File: config.mk
export PLATFORM = sky130hd
export DESIGN_NAME = spi_burst_master
export DESIGN_NICKNAME = d
export VERILOG_FILES = /design/src/rtl/spi_burst_pkg.sv /design/src/rtl/spi_byte_fifo.sv /design/src/rtl/spi_sck_timer.sv /design/src/rtl/spi_shift_engine.sv /design/src/rtl/spi_burst_master.sv
export SDC_FILE = /design/constraint.sdc
export NUM_CORES = 1
export LEC_CHECK = 0
export ABC_CLOCK_PERIOD_IN_PS = 11880
export BUFFER_PORTS_ARGS = -buffer_cell sky130_fd_sc_hd__buf_2
export CORE_UTILIZATION = 35
export DETAILED_ROUTE_END_ITERATION = 7
export SYNTH_ARGS = -nofsm -noshare
export SYNTH_HDL_FRONTEND = slang
export SYNTH_HIERARCHICAL = 1
export SYNTH_SLANG_ARGS = --single-unit
File: constraint.sdc
create_clock -name clk_i -period 11.88 [get_ports clk_i]
set_clock_uncertainty 0.05 [all_clocks]
set_input_delay 2.376 -clock clk_i [delete_from_list [all_inputs] [get_ports clk_i]]
set_output_delay 2.376 -clock clk_i [all_outputs]
set_load 0.02 [all_outputs]
File: src/rtl/spi_burst_pkg.sv
`timescale 1ns/1ps
package spi_burst_pkg;
  localparam int unsigned REG_AW = 8;

  localparam logic [REG_AW-1:0] A_CTRL   = 8'h00;
  localparam logic [REG_AW-1:0] A_XFER   = 8'h04;
  localparam logic [REG_AW-1:0] A_BURST  = 8'h08;
  localparam logic [REG_AW-1:0] A_TXCNT  = 8'h0C;
  localparam logic [REG_AW-1:0] A_STXCNT = 8'h10;
  localparam logic [REG_AW-1:0] A_CLKDIV = 8'h14;
  localparam logic [REG_AW-1:0] A_STAT   = 8'h18;
  localparam logic [REG_AW-1:0] A_TXD    = 8'h20;
  localparam logic [REG_AW-1:0] A_RXD    = 8'h30;

  typedef enum logic [1:0] {ST_IDLE, ST_LEAD, ST_SHIFT, ST_TRAIL} eng_state_e;
endpackage

File: src/rtl/spi_byte_fifo.sv
`timescale 1ns/1ps
module spi_byte_fifo #(
  parameter int unsigned DEPTH = 64,
  parameter int unsigned DW    = 8,
  localparam int unsigned AW   = $clog2(DEPTH),
  localparam int unsigned CW   = AW + 1
) (
  input  logic          clk_i,
  input  logic          rst_ni,
  input  logic          flush_i,
  input  logic          push_i,
  input  logic [DW-1:0] din_i,
  input  logic          pop_i,
  output logic [DW-1:0] dout_o,
  output logic [CW-1:0] count_o,
  output logic          empty_o
);
  logic [DW-1:0] mem_q [DEPTH];
  logic [AW-1:0] wr_q, rd_q;
  logic [CW-1:0] cnt_q;
  logic do_push, do_pop;

  assign do_push = push_i && (cnt_q != CW'(DEPTH));
  assign do_pop  = pop_i && (cnt_q != '0);
  assign dout_o  = mem_q[rd_q];
  assign count_o = cnt_q;
  assign empty_o = (cnt_q == '0);

  always_ff @(posedge clk_i) begin
    if (do_push && !flush_i) mem_q[wr_q] <= din_i;
  end

  always_ff @(posedge clk_i or negedge rst_ni) begin
    if (!rst_ni) begin
      wr_q  <= '0;
      rd_q  <= '0;
      cnt_q <= '0;
    end else if (flush_i) begin
      wr_q  <= '0;
      rd_q  <= '0;
      cnt_q <= '0;
    end else begin
      if (do_push) wr_q <= (wr_q == AW'(DEPTH-1)) ? '0 : wr_q + 1'b1;
      if (do_pop)  rd_q <= (rd_q == AW'(DEPTH-1)) ? '0 : rd_q + 1'b1;
      case ({do_push, do_pop})
        2'b10:   cnt_q <= cnt_q + 1'b1;
        2'b01:   cnt_q <= cnt_q - 1'b1;
        default: cnt_q <= cnt_q;
      endcase
    end
  end
endmodule

File: src/rtl/spi_sck_timer.sv
`timescale 1ns/1ps
module spi_sck_timer #(
  parameter int unsigned HW = 5
) (
  input  logic          clk_i,
  input  logic          rst_ni,
  input  logic          run_i,
  input  logic [HW-1:0] half_i,
  output logic          tick_o
);
  logic [HW-1:0] cnt_q;

  assign tick_o = run_i && (cnt_q == half_i - 1'b1);

  always_ff @(posedge clk_i or negedge rst_ni) begin
    if (!rst_ni)                cnt_q <= '0;
    else if (!run_i || tick_o)  cnt_q <= '0;
    else                        cnt_q <= cnt_q + 1'b1;
  end
endmodule

File: src/rtl/spi_shift_engine.sv
`timescale 1ns/1ps
module spi_shift_engine
  import spi_burst_pkg::*;
#(
  parameter int unsigned CNT_W = 16
) (
  input  logic             clk_i,
  input  logic             rst_ni,
  input  logic             abort_i,
  input  logic             go_i,
  input  logic [CNT_W-1:0] burst_i,
  input  logic [CNT_W-1:0] take_i,
  input  logic             tick_i,
  input  logic [7:0]       tx_data_i,
  input  logic             tx_empty_i,
  output logic             tx_pop_o,
  output logic             rx_push_o,
  output logic [7:0]       rx_data_o,
  input  logic             miso_i,
  output logic             sck_o,
  output logic             mosi_o,
  output logic             cs_n_o,
  output logic             run_o,
  output logic             done_o
);
  eng_state_e       state_q;
  logic [CNT_W-1:0] left_q, txleft_q, cur_txl;
  logic [7:0]       tsh_q, rsh_q, nbyte;
  logic [2:0]       bit_q;
  logic             sck_q, cs_n_q, has_tx, fifo_ok;

  // next outgoing byte: from FIFO while transmit count remains, else filler
  assign cur_txl = (state_q == ST_IDLE) ? take_i : txleft_q;
  assign has_tx  = (cur_txl != '0);
  assign fifo_ok = has_tx && !tx_empty_i;
  assign nbyte   = fifo_ok ? tx_data_i : 8'h00;

  assign sck_o  = sck_q;
  assign cs_n_o = cs_n_q;
  assign mosi_o = tsh_q[7];
  assign run_o  = (state_q != ST_IDLE);

  always_ff @(posedge clk_i or negedge rst_ni) begin
    if (!rst_ni) begin
      state_q   <= ST_IDLE;
      left_q    <= '0;
      txleft_q  <= '0;
      tsh_q     <= '0;
      rsh_q     <= '0;
      bit_q     <= '0;
      sck_q     <= 1'b0;
      cs_n_q    <= 1'b1;
      tx_pop_o  <= 1'b0;
      rx_push_o <= 1'b0;
      rx_data_o <= '0;
      done_o    <= 1'b0;
    end else begin
      tx_pop_o  <= 1'b0;
      rx_push_o <= 1'b0;
      done_o    <= 1'b0;
      if (abort_i) begin
        state_q <= ST_IDLE;
        sck_q   <= 1'b0;
        cs_n_q  <= 1'b1;
        tsh_q   <= '0;
      end else begin
        case (state_q)
          ST_IDLE: if (go_i) begin
            cs_n_q   <= 1'b0;
            left_q   <= burst_i;
            tsh_q    <= nbyte;
            tx_pop_o <= fifo_ok;
            txleft_q <= has_tx ? cur_txl - 1'b1 : cur_txl;
            bit_q    <= '0;
            state_q  <= ST_LEAD;
          end
          ST_LEAD: if (tick_i) begin
            sck_q   <= 1'b1;
            rsh_q   <= {rsh_q[6:0], miso_i};
            state_q <= ST_SHIFT;
          end
          ST_SHIFT: if (tick_i) begin
            if (sck_q) begin
              sck_q <= 1'b0;
              if (bit_q == 3'd7) begin
                rx_push_o <= 1'b1;
                rx_data_o <= rsh_q;
                left_q    <= left_q - 1'b1;
                bit_q     <= '0;
                if (left_q == CNT_W'(1)) begin
                  state_q <= ST_TRAIL;
                end else begin
                  tsh_q    <= nbyte;
                  tx_pop_o <= fifo_ok;
                  txleft_q <= has_tx ? cur_txl - 1'b1 : cur_txl;
                end
              end else begin
                tsh_q <= {tsh_q[6:0], 1'b0};
                bit_q <= bit_q + 1'b1;
              end
            end else begin
              sck_q <= 1'b1;
              rsh_q <= {rsh_q[6:0], miso_i};
            end
          end
          ST_TRAIL: if (tick_i) begin
            cs_n_q  <= 1'b1;
            done_o  <= 1'b1;
            state_q <= ST_IDLE;
          end
          default: state_q <= ST_IDLE;
        endcase
      end
    end
  end
endmodule

File: src/rtl/spi_burst_master.sv
`timescale 1ns/1ps
module spi_burst_master
  import spi_burst_pkg::*;
#(
  parameter int unsigned FIFO_DEPTH = 64,
  parameter int unsigned CNT_W      = 16,
  parameter int unsigned DIV_W      = 4,
  localparam int unsigned LVL_W     = $clog2(FIFO_DEPTH) + 1,
  localparam int unsigned HALF_W    = DIV_W + 1
) (
  input  logic        clk_i,
  input  logic        rst_ni,
  input  logic        reg_we_i,
  input  logic        reg_re_i,
  input  logic [7:0]  reg_addr_i,
  input  logic [31:0] reg_wdata_i,
  output logic [31:0] reg_rdata_o,
  output logic        sck_o,
  output logic        cs_n_o,
  output logic        mosi_o,
  input  logic        miso_i
);
  logic             en_q, master_q, srst_q, xch_q, div_mode_q;
  logic [DIV_W-1:0] div_n_q;
  logic [CNT_W-1:0] burst_q, txcnt_q, stx_q, take;
  logic [HALF_W-1:0] half;
  logic             go, tick, run, done;
  logic             tx_pop, tx_empty, rx_push, rx_pop, rx_empty;
  logic [7:0]       tx_head, rx_byte, rx_head;
  logic [LVL_W-1:0] tx_lvl, rx_lvl;
  logic             wr_ctrl, wr_xfer, wr_txd;

  assign wr_ctrl = reg_we_i && (reg_addr_i == A_CTRL);
  assign wr_xfer = reg_we_i && (reg_addr_i == A_XFER);
  assign wr_txd  = reg_we_i && (reg_addr_i == A_TXD);
  assign rx_pop  = reg_re_i && (reg_addr_i == A_RXD);

  assign go   = wr_xfer && reg_wdata_i[31] && en_q && master_q && !xch_q &&
                !srst_q && (burst_q != '0);
  assign take = (txcnt_q < stx_q) ? txcnt_q : stx_q;
  assign half = div_mode_q ? HALF_W'(div_n_q) + 1'b1 : HALF_W'(1);

  always_ff @(posedge clk_i or negedge rst_ni) begin
    if (!rst_ni) begin
      en_q       <= 1'b0;
      master_q   <= 1'b0;
      srst_q     <= 1'b0;
      xch_q      <= 1'b0;
      div_mode_q <= 1'b0;
      div_n_q    <= '0;
      burst_q    <= '0;
      txcnt_q    <= '0;
      stx_q      <= '0;
    end else begin
      if (wr_ctrl) begin
        en_q     <= reg_wdata_i[0];
        master_q <= reg_wdata_i[1];
      end
      srst_q <= wr_ctrl && reg_wdata_i[31] && !srst_q;
      if (srst_q)    xch_q <= 1'b0;
      else if (go)   xch_q <= 1'b1;
      else if (done) xch_q <= 1'b0;
      if (reg_we_i) begin
        case (reg_addr_i)
          A_BURST:  burst_q <= reg_wdata_i[CNT_W-1:0];
          A_TXCNT:  txcnt_q <= reg_wdata_i[CNT_W-1:0];
          A_STXCNT: stx_q   <= reg_wdata_i[CNT_W-1:0];
          A_CLKDIV: begin
            div_mode_q <= reg_wdata_i[12];
            div_n_q    <= reg_wdata_i[DIV_W-1:0];
          end
          default: ;
        endcase
      end
    end
  end

  always_comb begin
    reg_rdata_o = '0;
    case (reg_addr_i)
      A_CTRL:   reg_rdata_o = {srst_q, 29'd0, master_q, en_q};
      A_XFER:   reg_rdata_o = {xch_q, 31'd0};
      A_BURST:  reg_rdata_o[CNT_W-1:0] = burst_q;
      A_TXCNT:  reg_rdata_o[CNT_W-1:0] = txcnt_q;
      A_STXCNT: reg_rdata_o[CNT_W-1:0] = stx_q;
      A_CLKDIV: begin
        reg_rdata_o[12]        = div_mode_q;
        reg_rdata_o[DIV_W-1:0] = div_n_q;
      end
      A_STAT: begin
        reg_rdata_o[LVL_W-1:0]     = rx_lvl;
        reg_rdata_o[16+:LVL_W]     = tx_lvl;
      end
      A_RXD:    reg_rdata_o[7:0] = rx_empty ? 8'h00 : rx_head;
      default:  reg_rdata_o = '0;
    endcase
  end

  spi_byte_fifo #(.DEPTH(FIFO_DEPTH), .DW(8)) u_tx_fifo (
    .clk_i(clk_i), .rst_ni(rst_ni), .flush_i(srst_q),
    .push_i(wr_txd), .din_i(reg_wdata_i[7:0]),
    .pop_i(tx_pop), .dout_o(tx_head), .count_o(tx_lvl), .empty_o(tx_empty)
  );

  spi_byte_fifo #(.DEPTH(FIFO_DEPTH), .DW(8)) u_rx_fifo (
    .clk_i(clk_i), .rst_ni(rst_ni), .flush_i(srst_q),
    .push_i(rx_push), .din_i(rx_byte),
    .pop_i(rx_pop), .dout_o(rx_head), .count_o(rx_lvl), .empty_o(rx_empty)
  );

  spi_sck_timer #(.HW(HALF_W)) u_timer (
    .clk_i(clk_i), .rst_ni(rst_ni), .run_i(run), .half_i(half), .tick_o(tick)
  );

  spi_shift_engine #(.CNT_W(CNT_W)) u_engine (
    .clk_i(clk_i), .rst_ni(rst_ni), .abort_i(srst_q), .go_i(go),
    .burst_i(burst_q), .take_i(take), .tick_i(tick),
    .tx_data_i(tx_head), .tx_empty_i(tx_empty), .tx_pop_o(tx_pop),
    .rx_push_o(rx_push), .rx_data_o(rx_byte), .miso_i(miso_i),
    .sck_o(sck_o), .mosi_o(mosi_o), .cs_n_o(cs_n_o),
    .run_o(run), .done_o(done)
  );
endmodule

### Yosys cells after proc, flatten, opt, wreduce, memory -nomap -nowiden

Memories as Yosys holds them, arrays and structs flattened.
Cells that the tools add are included.

* bits of input ports: 45
* register bits: 166
* bits in writable memories: 1024
* logic and storage cells: 241
* memories kept: 2

Memories
* u_rx_fifo.mem_q: depth 64, bits a word 8, rd ports 1, clocked after Yosys merged registers in 0, wr ports 1, line spi_byte_fifo.sv:18 `logic [DW-1:0] mem_q [DEPTH];`
* u_tx_fifo.mem_q: depth 64, bits a word 8, rd ports 1, clocked after Yosys merged registers in 0, wr ports 1, line spi_byte_fifo.sv:18

* $add $sub $neg: 14
* muxes and demuxes: 97
* equality and inequality tests: 39
* bitwise gates (word level): 1
* reduce and logical (&&, ||, !) cells: 59
* order comparisons: 1

Operators with widths (count)
* $mux W16: 12
* $mux W8: 11
* $mux W6: 12
* $pmux W16 S2: 2
* $pmux W8 S2: 2
* $reduce_bool A16 Y1: 2
* $sub A16 B1 Y16 const B: 2
* $pmux W4 S7: 1
* $pmux W7 S2: 2
* $mux W1: 27
* $add A6 B1 Y6 const B: 4
* $eq A6 B6 Y1 const B: 4
* $eq A8 B5 Y1 const B: 3
* $mux W7: 3
* $logic_and A1 B1 Y1: 20
* $reduce_and A5 Y1: 4
* $pmux W9 S2: 1
* $reduce_bool A3 Y1: 6
* $eq A16 B1 Y1 const B: 1
* $eq A8 B4 Y1 const B: 2
* $eq A8 B6 Y1 const B: 2
* $lt A16 B16 Y1: 1
* $mux W2: 8
* $pmux W3 S5: 1
* other kinds (37): 78

### Logic depth before layout (Yosys ltp)

Gate-level depths: netlist of run 1.

* depth after elaboration: 12
* gate-level depth with buffers: 17
* gate-level depth less buffers: 15

### Hierarchy

Netlist of run 1, hierarchy kept.

By module, submodules not included
* spi_byte_fifo at u_rx_fifo: area an instance 21092.7 µm², times used 1, seq. area each 15850.2 µm², cells each 1080
* spi_byte_fifo at u_tx_fifo: area an instance 21053.9 µm², times used 1, seq. area each 15850.2 µm², cells each 1073
* spi_shift_engine: area an instance 3993.8 µm², times used 1, seq. area each 1652.8 µm², cells each 436
* spi_burst_master: area an instance 3647.2 µm², times used 1, seq. area each 1426.4 µm², cells each 333
* spi_sck_timer: area an instance 355.3 µm², times used 1, seq. area each 125.1 µm², cells each 38

### Worst setup path after synthesis of run 1

No wires, ideal clock.

* path type: input to output
* start: in reg_addr_i[4]
* end: out reg_rdata_o[1]
* arrival: 3.873 ns
* cell stages on the path: 6
* path buffers: 3
* required time: 9.454 ns
* slack: 5.581 ns
* path through: clkbuf_1 -> clkbuf_1 -> clkbuf_1 -> nand3_1 -> o311a_1 -> o21ai_0

* cells in the longest elaborated chain, start to end: 2

RTL lines
* from (decl): line spi_burst_master.sv:15 `input logic [7:0] reg_addr_i,`
* $eq A8 B6 Y1 (tied with other cells): line spi_burst_master.sv:80 `case (reg_addr_i)`
* $pmux W4 S7 *: line spi_burst_master.sv:80
* to (decl): line spi_burst_master.sv:17 `output logic [31:0] reg_rdata_o,`

Every way passes the cells marked *; elsewhere a longest branch is shown, timed or not.

### Worst setup path in the final report of run 1

* start: reg u_rx_fifo.rd_q[0]
* end: out reg_rdata_o[0]

* cells in the longest elaborated chain, start to end: 3

RTL lines
* from (decl): line spi_byte_fifo.sv:19 `logic [AW-1:0] wr_q, rd_q;`
* from (signal assigned): line spi_byte_fifo.sv:44 `if (do_pop) rd_q <= (rd_q == AW'(DEPTH-1)) ? '0 : rd_q + 1'b1;`
* $mem_v2 Z64 W8
* net rx_head[0]: line spi_burst_master.sv:29 `logic [7:0] tx_head, rx_byte, rx_head;`
* $mux W8: line spi_burst_master.sv:94 `A_RXD: reg_rdata_o[7:0] = rx_empty ? 8'h00 : rx_head;`
* $pmux W4 S7: line spi_burst_master.sv:80

The timed path passes the listed nets, and every way through them passes these cells.

==> flow_summary.ini, run 1 <==
[yosys]
synth_seq_cells = 1190
ys.flop_type = edfxtp_1
yosysWarnings = 6
synth-async-reset-ratio = 0.1395
synth.avg_cell_area_um2 = 16.94
synth_edf_count = 1024
synthCells = 2960
ys_seq_area_frac = 0.6961
syn_area_um2 = 50140
yosysUniqueCellTypes = 101

[worst_setup_path]
path_class = flop to output port
ff2ff_path_depth = 14
start_kind = flop
arrival_ns = 4.93
crit_fanout = 41
required_ns = 9.45
r2r_start = txcnt_q[5]$_DFFE_PN0P_
r2r-end = u_engine/txleft_q[5]$_DFFE_PN0P_
r2r_slack_ns = 7.19
end_kind = output port

[min_path]
hold_depth = 2
min_path_type = flop to flop
hold_end = u_engine/txleft_q[10]$_DFFE_PN0P_
min_from = u_engine/txleft_q[10]$_DFFE_PN0P_

[detailed_routing]
antenna_left = 0
wl_per_cell_um = 23.22
drt_iter0_drc = 2573
vias = 27130
wirelength_mm = 116.4
first_pass_iters = 8
drcViolationCount = 0
routed_via_density = 5.412

[pwr]
swShare = 0.2673
pwr-share-comb = 0.160
switching_power_mw = 2.757
power_leakage_nw = 18.57
p_int_mw = 7.554
power_frac_seq = 0.489
ir_drop_uv = 161.5
power.density_nw_per_um2 = 183.4
clkPwrFrac = 0.351

[die]
rows = 138
dieArea_um2 = 144800
io_pins = 80
die_y_um = 380.5
core_um2 = 141900
initial_core_util = 0.3533
die_x_um = 380.5

[cells_and_area]
final_util = 0.3961
area_growth_pct = 12.13
nNetsFinal = 3115
postLayoutCellArea_um2 = 56220
drive_gt1_frac = 0.2079

[grt]
grt.overflow.total = 0
grt_pass1_wl_mm = 174.8
grt_antenna_before_repair = 3
grt_util_all_layers = 0.1595
grt_max_degree = 99
grt_pass1_vias = 26890

[timing]
fin_hold_ws_ns = 0.4180
fmax_mhz = 135.9
rsz0062_at_grt = false
period_needed_ns = 7.360
period_share = 0.6196
setup_viol = 0
final_hold_viol_count = 0
slew_headroom = 0.1681
worst_pin_slew_ns = 1.248
finalMaxSlewViolations = 0
tns_ns = 0

[clocking]
cts_made_buffers = 119
clkSlewWorstSetupHoldPaths_ns = 0.06
htreeDepth = 3
cts_num_sinks = 1190
postCtsSetupBuffers = 0
clockRootBuffer = clkbuf_16
ctsResizeCount = 0
cts_hold_buffers = 0
clock_latency_ns = 0.73
tritoncts = done
cts_buffer_depth = 3

[placement]
numPortBuffers = 56
place.gp.congestion = 0.8655
placed_cell_area_um2 = 52460
hpwlAfterDp_mm = 71.38

[status]
status = finished clean

[run]
maxCapViolCount = 0
-- power by group through the flow --
stage          registers, mW  clock network, mW  logic, mW
6_report                5.04               3.62       1.65
4_1_cts                 5.05               3.71       1.67
3_5_place_dp            5.13                  0       1.67
2_1_floorplan           5.04                  0       1.25
5_1_grt                 5.08               3.86       1.80
3_3_place_gp            5.13                  0       1.64
-- cell families after synthesis --
family,Yosys count,synth area share
other,1,0.00007479
buffers and inverters,206,0.01861
adders and majority gates,43,0.01103
AOI/OAI and AO/OA,383,0.05674
DFF,1190,0.6961
muxes,422,0.1443
xor gates and xnor gates,36,0.006587
and+or+nand+nor,679,0.06652
-- worst max-delay path: stages (launching register included) --
cell and delay (ns):
dfrtp_4 0.94, buf_4 0.65, mux4_2 0.60, a22oi_1 0.36, nand2_1 0.18, a22oi_1 0.37, o221ai_1 0.44, a32o_1 0.39
buf_2 0.17
-- flip-flops by register name (all words and copies together), names as in the netlist, 7 cells and up --
register and flops:
u_engine/tsh_q 8, stx_q 16, txcnt_q 16, u_rx_fifo/mem_q 512, u_rx_fifo/count_o 7, u_engine/txleft_q 16, burst_q 16, u_tx_fifo/mem_q 512
u_engine/left_q 16, u_engine/rx_data_o 8, u_engine/rsh_q 8, u_tx_fifo/count_o 7
-- placed cells by master, fill, tap and decap left out, types with 9 or more instances in the layout --
cell type,synthesis,final
clkbuf_1,77,29
nand3_1,73,73
a22o_1,31,31
dfrtp_2,0,9
nand2b_1,12,12
mux2_4,10,10
o22ai_1,26,26
a22oi_1,54,54
nor2b_1,33,30
xnor2_1,16,16
o21ai_0,57,57
nor2_1,222,220
and2_1,21,21
buf_2,37,55
mux4_2,228,228
xor2_1,18,18
mux2i_1,96,96
nor4_1,19,19
nor3_1,26,25
dfrtp_1,165,152
clkbuf_16,0,122
a221oi_1,16,16
inv_1,47,47
ha_1,41,41
edfxtp_1,1024,1024
clkinv_2,0,27
buf_4,20,38
or3_1,16,16
a21oi_1,61,61
o211ai_1,14,14
clkinv_1,1,22
o221ai_1,19,19
nand2_1,166,166
nand4_1,30,30
nor3b_1,10,10
mux2_2,87,87
-- worst max-delay path by stage --
| stage | startpoint | depth (start not counted) | to |
|---|---|---|---|
| global placement | reg_addr_i[5] | 7 | reg_rdata_o[15] |
| CTS | u_rx_fifo/rd_q[0]$_DFFE_PN0P_ | 8 | reg_rdata_o[0] |
| floorplan | reg_addr_i[4] | 6 | reg_rdata_o[1] |
| finish | u_rx_fifo/rd_q[0]$_DFFE_PN0P_ | 8 | reg_rdata_o[0] |
| detailed placement | reg_addr_i[5] | 7 | reg_rdata_o[15] |
| global route | u_rx_fifo/rd_q[0]$_DFFE_PN0P_ | 8 | reg_rdata_o[0] |
-- layout make-up --
type,count,area (um^2)
clock buffers,151,3162
flip-flops and latches,1190,34930
multi-input cells,1571,14350
diodes,1,2.502
well taps,1890,2365
clock inverters,65,603.1
fillers,12880,85710
repair buffers,97,631.9
inverters,48,180.2
-- per-stage QoR --
stage               power (mW)  worst slack, ns  instances
CTS                      10.43            4.467       5012
floorplan                6.296            5.581       2967
global route             10.73            4.314       5013
global placement         6.767            4.777       4796
finish                   10.31            4.520       5013
detailed placement       6.800            4.740       4796
-- Yosys cell counts (14+ instances only) --
cell type / count / area share
ha_1: 41 / 0.010
buf_2: 37 / 0.0037
o211ai_1: 14 / 0.0021
edfxtp_1: 1024 / 0.61
or3_1: 16 / 0.0020
nor2b_1: 33 / 0.0041
mux2i_1: 96 / 0.019
mux2_2: 87 / 0.020
buf_1: 20 / 0.0015
inv_1: 47 / 0.0035
dfrtp_1: 165 / 0.082
a22oi_1: 54 / 0.0081
a221oi_1: 16 / 0.0028
clkbuf_1: 77 / 0.0058
nor2_1: 222 / 0.017
o221ai_1: 19 / 0.0033
nand3_1: 73 / 0.0073
and2_1: 21 / 0.0026
xor2_1: 18 / 0.0031
nor4_1: 19 / 0.0024
nand4_1: 30 / 0.0037
a22o_1: 31 / 0.0054
xnor2_1: 16 / 0.0028
o21ai_0: 57 / 0.0057
mux4_2: 228 / 0.10
nand2_1: 166 / 0.012
nor3_1: 26 / 0.0026
buf_4: 20 / 0.0030
o22ai_1: 26 / 0.0032
a21oi_1: 61 / 0.0061
-- layer usage --
layer / GRT usage / wire length [um]
met5: 0 / 0
met4: 0.04727 / 2917
met3: 0.03189 / 7666
met2: 0.2518 / 54940
met1: 0.2223 / 50870
Note: power is estimated with default switching activity, not from simulation.
==> inputs of run 2 (changes only) <==
--- a/config.mk
+++ b/config.mk
@@ -5,7 +5,7 @@
 export SDC_FILE = /design/constraint.sdc
 export NUM_CORES = 1
 export LEC_CHECK = 0
-export ABC_CLOCK_PERIOD_IN_PS = 11880
+export ABC_CLOCK_PERIOD_IN_PS = 7300
 export BUFFER_PORTS_ARGS = -buffer_cell sky130_fd_sc_hd__buf_2
 export CORE_UTILIZATION = 35
 export DETAILED_ROUTE_END_ITERATION = 7
==> constraint.sdc (replaced) <==
create_clock -name clk_i -period 7.3 [get_ports clk_i]
set_clock_uncertainty 0.05 [all_clocks]
set_input_delay 1.46 -clock clk_i [delete_from_list [all_inputs] [get_ports clk_i]]
set_output_delay 1.46 -clock clk_i [all_outputs]
set_load 0.02 [all_outputs]
==> flow_summary.ini, run 2 (synthesis gave the netlist of run 1 again) <==
[grt]
grt.overflow.total = 0
grt_pass1_vias = 26840
grt_util_all_layers = 0.1613
grt_pass1_wl_mm = 176.6
grt_antenna_before_repair = 1
grt_max_degree = 84

[cells_and_area]
final_cell_mix = 1024 x edfxtp_1, 228 x mux4_2, 220 x nor2_1
antenna_cells = 0
reg.largest.list = u_rx_fifo/mem_q (512), u_tx_fifo/mem_q (512)
nNetsFinal = 3119
final_common_cell = edfxtp_1
area_growth_pct = 12.40
drive_gt1_frac = 0.2114
postLayoutCellArea_um2 = 56360

[clocking]
htreeDepth = 3
clock_latency_ns = 0.75
cts_buffer_depth = 3
clkSlewWorstSetupHoldPaths_ns = 0.07
cts_num_sinks = 1190
cts_made_buffers = 118
tritoncts = done
postCtsSetupBuffers = 0
ctsResizeCount = 0
clockRootBuffer = clkbuf_16
cts_hold_buffers = 0

[worst_setup_path]
end_kind = output port
cpMostUsedCell = a22oi_1
critPathLaunch = u_rx_fifo/rd_q[0]$_DFFE_PN0P_
crit_fanout = 41
start_kind = flop
required_ns = 5.79
slowest_stage = dfrtp_4
arrival_ns = 4.53
path_cells = buf_4 > mux4_2 > a22oi_1 > nand2_1 > a22oi_1 > o221ai_1 > a32o_1 > buf_2
max_stage_delay_ns = 0.91
path_class = flop to output port
r2r_start = txcnt_q[5]$_DFFE_PN0P_

[timing]
worst_pin_slew_ns = 1.249
period_needed_ns = 6.045
fin_hold_ws_ns = 0.4269
slew_headroom = 0.1672
finalMaxSlewViolations = 0
setup_viol = 0
tns_ns = 0
final_hold_viol_count = 0
fmax_mhz = 165.4
period_share = 0.8281
rsz0062_at_grt = false

[min_path]
min_path_type = flop to flop
min_from = u_engine/txleft_q[10]$_DFFE_PN0P_

[pwr]
power_leakage_nw = 18.63
ir_drop_uv = 255.2
power.density_nw_per_um2 = 300.2

[detailed_routing]
routed_via_density = 5.421
drcViolationCount = 0
drt_iter0_drc = 2318
first_pass_iters = 6
wirelength_mm = 117.5
antenna_left = 0
wl_per_cell_um = 23.43
vias = 27200

[placement]
numPortBuffers = 56
hpwlAfterDp_mm = 72.73
placed_cell_area_um2 = 52520
place.gp.congestion = 0.8407

[die]
die_y_um = 380.5
die_x_um = 380.5
rows = 138
initial_core_util = 0.3533
dieArea_um2 = 144800
io_pins = 80
core_um2 = 141900

[status]
status = finished clean

[run]
maxCapViolCount = 0
==> run 2: metrics by stage <==
stage / util / power, mW / setup WS, ns / instances
finish: 0.3971 / 16.92 / 1.255 / 5017
global route: 0.3971 / 17.61 / 1.047 / 5017
CTS: 0.3971 / 17.10 / 1.186 / 5017
detailed placement: 0.3701 / 11.09 / 1.866 / 4801
global placement: 0.3701 / 11.03 / 1.929 / 4801
floorplan: - / 10.25 / 2.715 / 2967
==> run 2: where the power goes <==
part | internal [mW] | total (mW) | switching (mW) | leakage (nW)
Combinational | 1.16 | 2.72 | 1.56 | 5.34
Clock | 3.39 | 6.00 | 2.61 | 1.86
Sequential | 7.80 | 8.20 | 0.394 | 11.4
Total | 12.4 | 16.9 | 4.57 | 18.6
==> run 2: area by class of cell <==
type                            count  area [um^2]
Tap cell                         1890         2365
Clock buffer                      140         3055
Fill cell                       12830        85570
Sequential cell                  1190        34930
Timing Repair Buffer              102        694.4
Clock inverter                     76        779.5
Inverter                           48        180.2
Multi-Input combinational cell   1571        14350
==> run 2: worst max-delay path: cells and delay by family (launching register included) <==
kind                   cells  cell delay [ns]
DFF                        1             0.91
AOI/OAI and AO/OA          4             1.48
buffers and inverters      2             0.72
muxes                      1             0.57
and+or+nand+nor            1             0.09
==> run 2: metal layers <==
layer | part of all wire | vias up | global-route usage
met2 | 0.47 | 830 | 0.2562
li1 | - | 12010 | -
met5 | 0 | - | 0
met3 | 0.060 | 170 | 0.02527
met1 | 0.44 | 14190 | 0.2289
met4 | 0.023 | 0 | 0.04585
==> run 2: worst paths after layout <==
path                                                endpoint  slack [ns]  cells after the start
min                        u_engine/txleft_q[10]$_DFFE_PN0P_        0.43                      2
max                                           reg_rdata_o[0]        1.26                      8
max in group asynchronous      u_rx_fifo/rd_q[0]$_DFFE_PN0P_        5.20                      2
min reg2reg                u_engine/txleft_q[10]$_DFFE_PN0P_        0.43                      2
max reg2reg                 u_engine/txleft_q[5]$_DFFE_PN0P_        2.56                     14
min in group asynchronous         u_timer/cnt_q[2]$_DFF_PN0_        0.69                      1
